### src/rtl/cfgport_pkg.sv
package cfgport_pkg;

    typedef logic [7:0] byte_t;

    // Register numbers
    localparam byte_t IDX_CFG       = 8'h50;
    localparam byte_t IDX_CTRL      = 8'h51;
    localparam byte_t IDX_TIM_FIRST = 8'h52;
    localparam byte_t IDX_TIM_LAST  = 8'h58;
    localparam byte_t IDX_DRV23     = 8'h57;
    localparam byte_t IDX_BURST     = 8'h59;
    localparam byte_t IDX_SCRATCH   = 8'h5B;

    localparam int NUM_TIM = int'(IDX_TIM_LAST) - int'(IDX_TIM_FIRST) + 1;
    localparam int TIM_W   = NUM_TIM * 8;

    localparam byte_t BURST_RESET = 8'h40;

    // Configuration byte fields
    localparam int    CFG_PRI_IRQ = 2;
    localparam int    CFG_ALT_BASE = 5;
    localparam byte_t CFG_WR_MASK = 8'b1101_1000;

    // Control byte fields
    localparam int CTRL_SEC_EN = 3;
    localparam int CTRL_PF0    = 6;
    localparam int CTRL_PF1    = 7;

    // Drive 2/3 byte fields
    localparam int DRV23_PF2     = 2;
    localparam int DRV23_PF3     = 3;
    localparam int DRV23_SEC_IRQ = 4;

    typedef enum logic [1:0] {
        ACC_NONE  = 2'd0,
        ACC_INDEX = 2'd1,
        ACC_DATA  = 2'd2
    } acc_kind_e;

    typedef struct packed {
        acc_kind_e kind;
        logic      wr;
        logic      rd;
        byte_t     wdata;
    } bus_op_t;

    function automatic byte_t tim_index(input int k);
        return byte_t'(int'(IDX_TIM_FIRST) + k);
    endfunction

    function automatic byte_t tim_wr_mask(input int k);
        if (tim_index(k) == IDX_DRV23)
            return ~(byte_t'(1) << DRV23_SEC_IRQ);
        return 8'hFF;
    endfunction

endpackage

### src/rtl/cfgport_decode.sv
module cfgport_decode
    import cfgport_pkg::*;
#(
    parameter int ADDR_W       = 10,
    parameter int PRIMARY_BASE = 'h178,
    parameter int ALT_BASE     = 'h78,
    parameter int DATA_OFFSET  = 4
) (
    input  logic              strap_alt_base,
    input  logic [ADDR_W-1:0] bus_addr,
    input  logic              bus_wr,
    input  logic              bus_rd,
    input  byte_t             bus_wdata,
    output bus_op_t           op
);

    logic [ADDR_W-1:0] idx_addr;
    logic [ADDR_W-1:0] dat_addr;

    assign idx_addr = strap_alt_base ? ADDR_W'(ALT_BASE) : ADDR_W'(PRIMARY_BASE);
    assign dat_addr = idx_addr + ADDR_W'(DATA_OFFSET);

    always_comb begin
        op.wr    = bus_wr;
        op.rd    = bus_rd;
        op.wdata = bus_wdata;
        if (bus_addr == idx_addr)
            op.kind = ACC_INDEX;
        else if (bus_addr == dat_addr)
            op.kind = ACC_DATA;
        else
            op.kind = ACC_NONE;
    end

endmodule

### src/rtl/cfgport_index.sv
module cfgport_index
    import cfgport_pkg::*;
(
    input  logic    clk,
    input  logic    rst,
    input  bus_op_t op,
    output byte_t   cur_index
);

    always_ff @(posedge clk) begin
        if (rst)
            cur_index <= '0;
        else if (op.wr && op.kind == ACC_INDEX)
            cur_index <= op.wdata;
    end

endmodule

### src/rtl/cfgport_regfile.sv
module cfgport_regfile
    import cfgport_pkg::*;
#(
    parameter int REVISION = 2
) (
    input  logic             clk,
    input  logic             rst,
    input  logic             wr_en,
    input  byte_t            idx,
    input  byte_t            wdata,
    input  logic             strap_alt_base,
    input  logic             irq_pri,
    input  logic             irq_sec,
    output byte_t            rd_value,
    output logic [3:0]       prefetch_dis,
    output logic             sec_chan_en,
    output logic [TIM_W-1:0] timing_flat,
    output byte_t            burst_size
);

    localparam byte_t REV_BITS = byte_t'(REVISION & 3);

    byte_t cfg_q;
    byte_t ctrl_q;
    byte_t burst_q;
    byte_t scratch_q;
    byte_t tim_q [NUM_TIM];

    always_ff @(posedge clk) begin
        if (rst) begin
            cfg_q     <= '0;
            ctrl_q    <= '0;
            burst_q   <= BURST_RESET;
            scratch_q <= '0;
        end else if (wr_en) begin
            case (idx)
                IDX_CFG:     cfg_q     <= wdata & CFG_WR_MASK;
                IDX_CTRL:    ctrl_q    <= wdata;
                IDX_BURST:   burst_q   <= wdata;
                IDX_SCRATCH: scratch_q <= wdata;
                default: ;
            endcase
        end
    end

    for (genvar k = 0; k < NUM_TIM; k++) begin : g_tim
        localparam byte_t MY_IDX  = tim_index(k);
        localparam byte_t MY_MASK = tim_wr_mask(k);

        always_ff @(posedge clk) begin
            if (rst)
                tim_q[k] <= '0;
            else if (wr_en && idx == MY_IDX)
                tim_q[k] <= wdata & MY_MASK;
        end

        assign timing_flat[k*8 +: 8] = tim_q[k];
    end

    localparam int DRV23_SLOT = int'(IDX_DRV23) - int'(IDX_TIM_FIRST);

    always_comb begin
        rd_value = '0;
        case (idx)
            IDX_CFG: begin
                rd_value               = (cfg_q & CFG_WR_MASK) | REV_BITS;
                rd_value[CFG_PRI_IRQ]  = irq_pri;
                rd_value[CFG_ALT_BASE] = strap_alt_base;
            end
            IDX_CTRL:    rd_value = ctrl_q;
            IDX_BURST:   rd_value = burst_q;
            IDX_SCRATCH: rd_value = scratch_q;
            default: begin
                for (int k = 0; k < NUM_TIM; k++) begin
                    if (idx == tim_index(k))
                        rd_value = tim_q[k];
                end
                if (idx == IDX_DRV23)
                    rd_value[DRV23_SEC_IRQ] = irq_sec;
            end
        endcase
    end

    assign prefetch_dis[0] = ctrl_q[CTRL_PF0];
    assign prefetch_dis[1] = ctrl_q[CTRL_PF1];
    assign prefetch_dis[2] = tim_q[DRV23_SLOT][DRV23_PF2];
    assign prefetch_dis[3] = tim_q[DRV23_SLOT][DRV23_PF3];
    assign sec_chan_en     = ctrl_q[CTRL_SEC_EN];
    assign burst_size      = burst_q;

endmodule

### src/rtl/cfgport_top.sv
module cfgport_top
    import cfgport_pkg::*;
#(
    parameter int ADDR_W       = 10,
    parameter int PRIMARY_BASE = 'h178,
    parameter int ALT_BASE     = 'h78,
    parameter int DATA_OFFSET  = 4,
    parameter int REVISION     = 2
) (
    input  logic              clk,
    input  logic              rst,
    input  logic              strap_alt_base,
    input  logic [ADDR_W-1:0] bus_addr,
    input  logic              bus_wr,
    input  logic              bus_rd,
    input  logic [7:0]        bus_wdata,
    output logic [7:0]        bus_rdata,
    output logic              bus_rvalid,
    input  logic              irq_pri,
    input  logic              irq_sec,
    output logic [3:0]        prefetch_dis,
    output logic              sec_chan_en,
    output logic [TIM_W-1:0]  timing_flat,
    output logic [7:0]        burst_size
);

    bus_op_t op;
    byte_t   cur_index;
    byte_t   rd_value;
    logic    data_wr;

    cfgport_decode #(
        .ADDR_W      (ADDR_W),
        .PRIMARY_BASE(PRIMARY_BASE),
        .ALT_BASE    (ALT_BASE),
        .DATA_OFFSET (DATA_OFFSET)
    ) u_decode (
        .strap_alt_base(strap_alt_base),
        .bus_addr      (bus_addr),
        .bus_wr        (bus_wr),
        .bus_rd        (bus_rd),
        .bus_wdata     (bus_wdata),
        .op            (op)
    );

    cfgport_index u_index (
        .clk      (clk),
        .rst      (rst),
        .op       (op),
        .cur_index(cur_index)
    );

    assign data_wr = op.wr && op.kind == ACC_DATA;

    cfgport_regfile #(
        .REVISION(REVISION)
    ) u_regs (
        .clk           (clk),
        .rst           (rst),
        .wr_en         (data_wr),
        .idx           (cur_index),
        .wdata         (op.wdata),
        .strap_alt_base(strap_alt_base),
        .irq_pri       (irq_pri),
        .irq_sec       (irq_sec),
        .rd_value      (rd_value),
        .prefetch_dis  (prefetch_dis),
        .sec_chan_en   (sec_chan_en),
        .timing_flat   (timing_flat),
        .burst_size    (burst_size)
    );

    always_ff @(posedge clk) begin
        if (rst) begin
            bus_rvalid <= 1'b0;
            bus_rdata  <= '0;
        end else begin
            bus_rvalid <= op.rd && op.kind != ACC_NONE;
            if (op.rd && op.kind == ACC_INDEX)
                bus_rdata <= cur_index;
            else if (op.rd && op.kind == ACC_DATA)
                bus_rdata <= rd_value;
            else
                bus_rdata <= '0;
        end
    end

endmodule

### config.mk
export PLATFORM = sky130hd
export DESIGN_NAME = cfgport_top
export DESIGN_NICKNAME = d
export VERILOG_FILES = /design/src/rtl/cfgport_pkg.sv /design/src/rtl/cfgport_decode.sv /design/src/rtl/cfgport_index.sv /design/src/rtl/cfgport_regfile.sv /design/src/rtl/cfgport_top.sv
export SDC_FILE = /design/constraint.sdc
export NUM_CORES = 1
export LEC_CHECK = 0
export BUFFER_PORTS_ARGS = -buffer_cell sky130_fd_sc_hd__buf_2
export CAP_MARGIN = 0
export CORE_ASPECT_RATIO = 1.1
export CORE_MARGIN = 1
export CORE_UTILIZATION = 25
export CTS_BUF_LIST = sky130_fd_sc_hd__clkbuf_16
export CTS_CLUSTER_DIAMETER = 60
export DETAILED_ROUTE_END_ITERATION = 10
export GPL_TIMING_DRIVEN = 0
export HOLD_SLACK_MARGIN = 0.03
export PLACE_DENSITY = 0.49
export REMOVE_ABC_BUFFERS = 1
export SLEW_MARGIN = 10
export SYNTH_ARGS = -nofsm -noshare
export SYNTH_HDL_FRONTEND = slang
export SYNTH_SLANG_ARGS = --single-unit
export TNS_END_PERCENT = 50
### constraint.sdc
create_clock -name clk -period 2.91 [get_ports clk]
set_clock_uncertainty 0.2 [all_clocks]
set_input_delay 0.582 -clock clk [delete_from_list [all_inputs] [get_ports clk]]
set_output_delay 0.582 -clock clk [all_outputs]
set_load 0.005 [all_outputs]
Word level (Yosys, flattened, before mapping)
Memory sizes are Yosys's and may differ from the RTL's.
Index checks and enable logic that the tools add are counted.
{"block": "op_classes", "n_bitwise": 7, "muxes": 44, "n_shift": 0, "addsub": 1, "reduce_logical": 17, "div_mod_pow": 0, "eq_ne": 15, "n_mul": 0, "magnitude_cmp": 0}
{"cell": "2-to-1 mux 8 bit", "n": 16}
{"cell": "equality test 8 x 7 -> 1 bit, second input constant", "n": 11}
{"cell": "case mux 8 bit (4 select lines)", "n": 1}
{"cell": "2-to-1 mux 1 bit", "n": 24}
{"cell": "equality test 10 bit", "n": 2}
{"cell": "logical AND 1 bit", "n": 12}
{"cell": "adder 10 x 3 -> 10 bit, second input constant", "n": 1}
{"cell": "2-to-1 mux 9 bit", "n": 1}
{"cell": "AND reduction 2 bit", "n": 4}
{"cell": "bitwise OR 1 bit", "n": 7}
{"cell": "2-to-1 mux 2 bit", "n": 2}
{"cell": "equality test 2 x 1 -> 1 bit, second input constant", "n": 1}
{"cell": "equality test 2 bit, second input constant", "n": 1}
{"cell": "nonzero test 2 bit", "n": 1}
{"block": "word_totals", "mem_bits_rw": 56, "wordCells": 92, "rom_bits": 0, "regBits": 45, "mem_count": 1, "latchBits": 0, "output_inout_bits": 78}
{"name": "u_regs.tim_q", "depth": 7, "width": 8, "rd": 7, "rd_ports_with_merged_regs": 0, "wr": 7, "line_no": "cfgport_regfile.sv:27", "rtl": "byte_t tim_q [NUM_TIM];"}

Logic depth before layout (Yosys ltp)
{"block": "logic_depth", "depth_word": 12, "mapped_depth": 8}

By module
From an unflattened synthesis, not the netlist that was laid out.
{"block": "unflattened", "hier_cells": 495, "hier_area_um2": 5154.9}
{"mod": "cfgport_regfile", "n_inst": 1, "area_each_um2": 4259.1, "cells_each": 402, "seq_area_each_um2": 2212.1}
{"mod": "cfgport_top", "n_inst": 1, "area_each_um2": 392.9, "cells_each": 41, "seq_area_each_um2": 180.2}
{"mod": "cfgport_index", "n_inst": 1, "area_each_um2": 364.1, "cells_each": 35, "seq_area_each_um2": 160.2}
{"mod": "cfgport_decode", "n_inst": 1, "area_each_um2": 138.9, "cells_each": 17, "seq_area_each_um2": 0.0}

Worst setup path after synthesis
No wires, ideal clock.
{"block": "synth_timing", "path_type": "input to register", "startpoint": "input port bus_addr[9]", "endpoint": "memory u_regs.tim_q[2][0] in the netlist's numbering (enable)", "arrival_ps": 2014, "cell_stages": 6, "slack_ps": 321, "t_required_ps": 2335, "cell_sequence": "nand4bb_1 nor3_2 and3_1 nand2_1 buf_2 o21bai_1"}
{"item": "from (decl)", "line_no": "cfgport_top.sv:13", "rtl": "input logic [ADDR_W-1:0] bus_addr,"}
{"item": "to (decl)", "line_no": "cfgport_regfile.sv:27"}

==> metrics.csv <==
stage,metric,value,unit
run_status,outcome,"complete, no violations",
layout,instances_no_fill,827,
clock_tree,max-clock-path-buffers,2,
power_and_ir_drop,worst_ir_drop_vdd,253,uV
global_routing,grt-ovfl-total,0,
die,boundaryPins,103,
worst_setup_path,required,2720,ps
place,portBuffers,101,
worst_hold_path,holdCritPathClass,flip-flop to flip-flop,
synthesis,synthFlopType,edfxtp_1,
worst_setup_path,critPathLaunchType,flip-flop,
worst_setup_path,r2r_end,u_regs.tim_q[3][3],
die,dieArea,20500,um^2
route,vias_per_cell,5.12,
route,drc,0,
route,via_count,4233,
synthesis,yosysUniqueCellTypes,60,
timing,hold_viol,0,
worst_setup_path,reg2reg_depth,4,
timing,setup_viol_count_final,0,
synthesis,synth_commonest_cells,"edfxtp_1 (55), and2_1 (51), nor2_1 (50), dfxtp_1 (45), nand2_1 (33)",
run,max-cap-violations,0,
die,die_x,137,um
die,core_region_area,19300,um^2
layout,area_growth,20.8,%
global_routing,grt_pass1_vias,4063,
power_and_ir_drop,p_total,2.95,mW
place,place_area,5640,um^2
synthesis,synth_seq_cells,100,
worst_setup_path,r2r-start,u_index.cur_index[3],
timing,fin_ws,150,ps
timing,relSlewSlack,0.224,
layout,final_cell_area,6010,um^2
worst_hold_path,holdPathStages,2,
synthesis,synthMuxAreaShare,0.0716,
timing,worstMarginPinSlew,1160,ps
worst_hold_path,min_to,u_regs.ctrl_q[4],
synthesis,synth_xor_area_frac,0.00176,
layout,postLayoutCoreUtil,0.312,
layout,fin_nets,600,
clock_tree,hold_buffers,0,
global_routing,grt_max_degree,58,
synthesis,syn_area_per_cell,9.90,um^2
timing,finalCritPeriodShare,0.949,
clock_tree,insertion_delay,350,ps
worst_setup_path,arrival,2570,ps
synthesis,synth_compound_area_frac,0.137,
synthesis,synth_top_family_by_area,simple AND/OR/NAND/NOR gates,
timing,rsz0062_at_grt,true,
synthesis,synth.cell_area,4980,um^2
clock_tree,cts-root-buf,clkbuf_16,
place,hpwl,12100,um
worst_setup_path,path_max_fanout,25,
timing,fin_setup_tns,0,ps
synthesis,synth_cells,503,
die,initial_core_util,0.258,
clock_tree,cts_tree,done,
timing,holdWs,259,ps
power_and_ir_drop,p_leak,2.28,nW
global_routing,grt_pass1_wl,24500,um
synthesis,synth_fa_ha_area_frac,0,
route,dr.pass1.iters,5,
synthesis,yosys.area_share.simple,0.230,
power_and_ir_drop,power_per_cell_area,491,nW/um^2
place,pre_cts_slack,-898,ps
die,num_rows,53,
worst_setup_path,rrSetupSlack,150,ps
clock_tree,cts_buffers,9,
timing,slew_viol_final,0,
global_routing,grtUsageTotal,0.165,
synthesis,synth_warnings,0,
synthesis,synth_seq_area_share,0.513,
route,avgRoutedWirePerCell,20.1,um
global_routing,antenna_found_initial,0,
place,place_congestion,0.909,
timing,min_period,2760,ps
clock_tree,h-tree-depth,3,
worst_hold_path,hold_start,u_regs.ctrl_q[4],
clock_tree,cts_setup_buffers,0,
clock_tree,cts_sinks,100,
layout,diodes,0,
layout,post_route_cells_drive_above_1_share,0.257,
route,drt_iter0_markers,306,
worst_setup_path,crit_type,flip-flop to flip-flop,
clock_tree,clk_pin_slew,80,ps
route,totalWireLength,16600,um
synthesis,synth_area_leader_cell,edfxtp_1,
synthesis,yosysMostFrequentCell,edfxtp_1,
synthesis,synth_top_cell_area_share,0.332,
synthesis,synth.area.top_cells,"edfxtp_1 (33%), dfxtp_1 (18%), and2_1 (6.4%), mux2i_1 (6.0%), nor2_1 (3.8%)",
place,place_inst,811,
die,die_height,150,um
synthesis,synth_edf_count,55,
timing,fmax,362,MHz
worst_setup_path,critPathCaptureType,flip-flop,
synthesis,synthArstFlopShare,0,
route,ant_nets,0,
[routing by layer]
layer	wire (um)	part of all wire	global-route usage	vias to the layer above
met1	6940	0.42	0.208	2082
met2	8350	0.50	0.285	170
met3	1020	0.061	0.0241	17
met4	298	0.018	0.0561	0
li1	-	-	-	1964
met5	0	0	0	-
[power breakdown]
part           internal (mW)  total [mW]  switching (mW)
combinational         0.0470       0.143          0.0960
clock                  0.692        1.28           0.584
sequential              1.51        1.53          0.0224
total                   2.25        2.95           0.702
[registers in the layout, indices dropped and copies added (netlist names)]
| register | cells |
|---|---|
| u_index.cur_index | 8 |
| bus_rdata | 8 |
| bus_rvalid | 1 |
| u_regs.burst_size | 8 |
| u_regs.cfg_q | 4 |
| u_regs.ctrl_q | 8 |
| u_regs.scratch_q | 8 |
| u_regs.tim_q | 55 |
[area by class of cell]
| type | instances | area, um^2 |
|---|---|---|
| fill | 1995 | 13300 |
| sequential | 100 | 2560 |
| multi-input combinational | 350 | 2260 |
| timing repair buffer | 102 | 526 |
| tap | 247 | 309 |
| clock buffer | 9 | 225 |
| clock inverter | 7 | 90.1 |
| inverter | 12 | 45.0 |
[what timing repair did]
| action | 4_1_cts | 5_1_grt |
|---|---|---|
| resized for setup | 10 | 5 |
| endpoints found under the hold margin | 0 | 0 |
| pin swaps | 0 | 0 |
| endpoints found under the setup margin | 115 | 27 |
[layout by cell type (no fill, tap or decap), drive strengths merged, types with 5 or more instances in the layout]
master / count
buf: 102
edfxtp: 55
and2: 51
nor2: 51
dfxtp: 45
nand2: 33
mux2i: 30
a21oi: 25
nand3: 22
o21ai: 19
nor3: 19
inv: 15
o22ai: 9
clkbuf: 9
nor4: 8
o21bai: 7
o211ai: 6
a31oi: 5
mux2: 5
[worst max path at each step]
stage / from / to / cells after the start
finish: u_index.cur_index[3] / u_regs.tim_q[3][3] / 4
global route: u_index.cur_index[3] / u_regs.tim_q[3][2] / 4
CTS: u_index.cur_index[3] / u_regs.tim_q[0][0] / 3
detailed placement: bus_addr[9] / u_regs.tim_q[2][3] / 6
global placement: u_index.cur_index[0] / u_regs.ctrl_q[7] / 5
floorplan: u_index.cur_index[1] / u_regs.tim_q[0][0] / 4
[cell families (layout without fill, tap and decap cells)]
group,Yosys count,after routing
simple gates,209,209
mux,35,35
buf+inv,53,130
compound gates,104,104
xor+xnor,1,1
flops,100,100
other cells,1,1
[worst max-delay path: stages, from the launching register on]
cell       delay (ps)
dfxtp_1           590
nand4bb_4         390
nor3_2            380
nand2_2           370
o21bai_2          480
No activity file was read; power rests on OpenSTA's default activity.
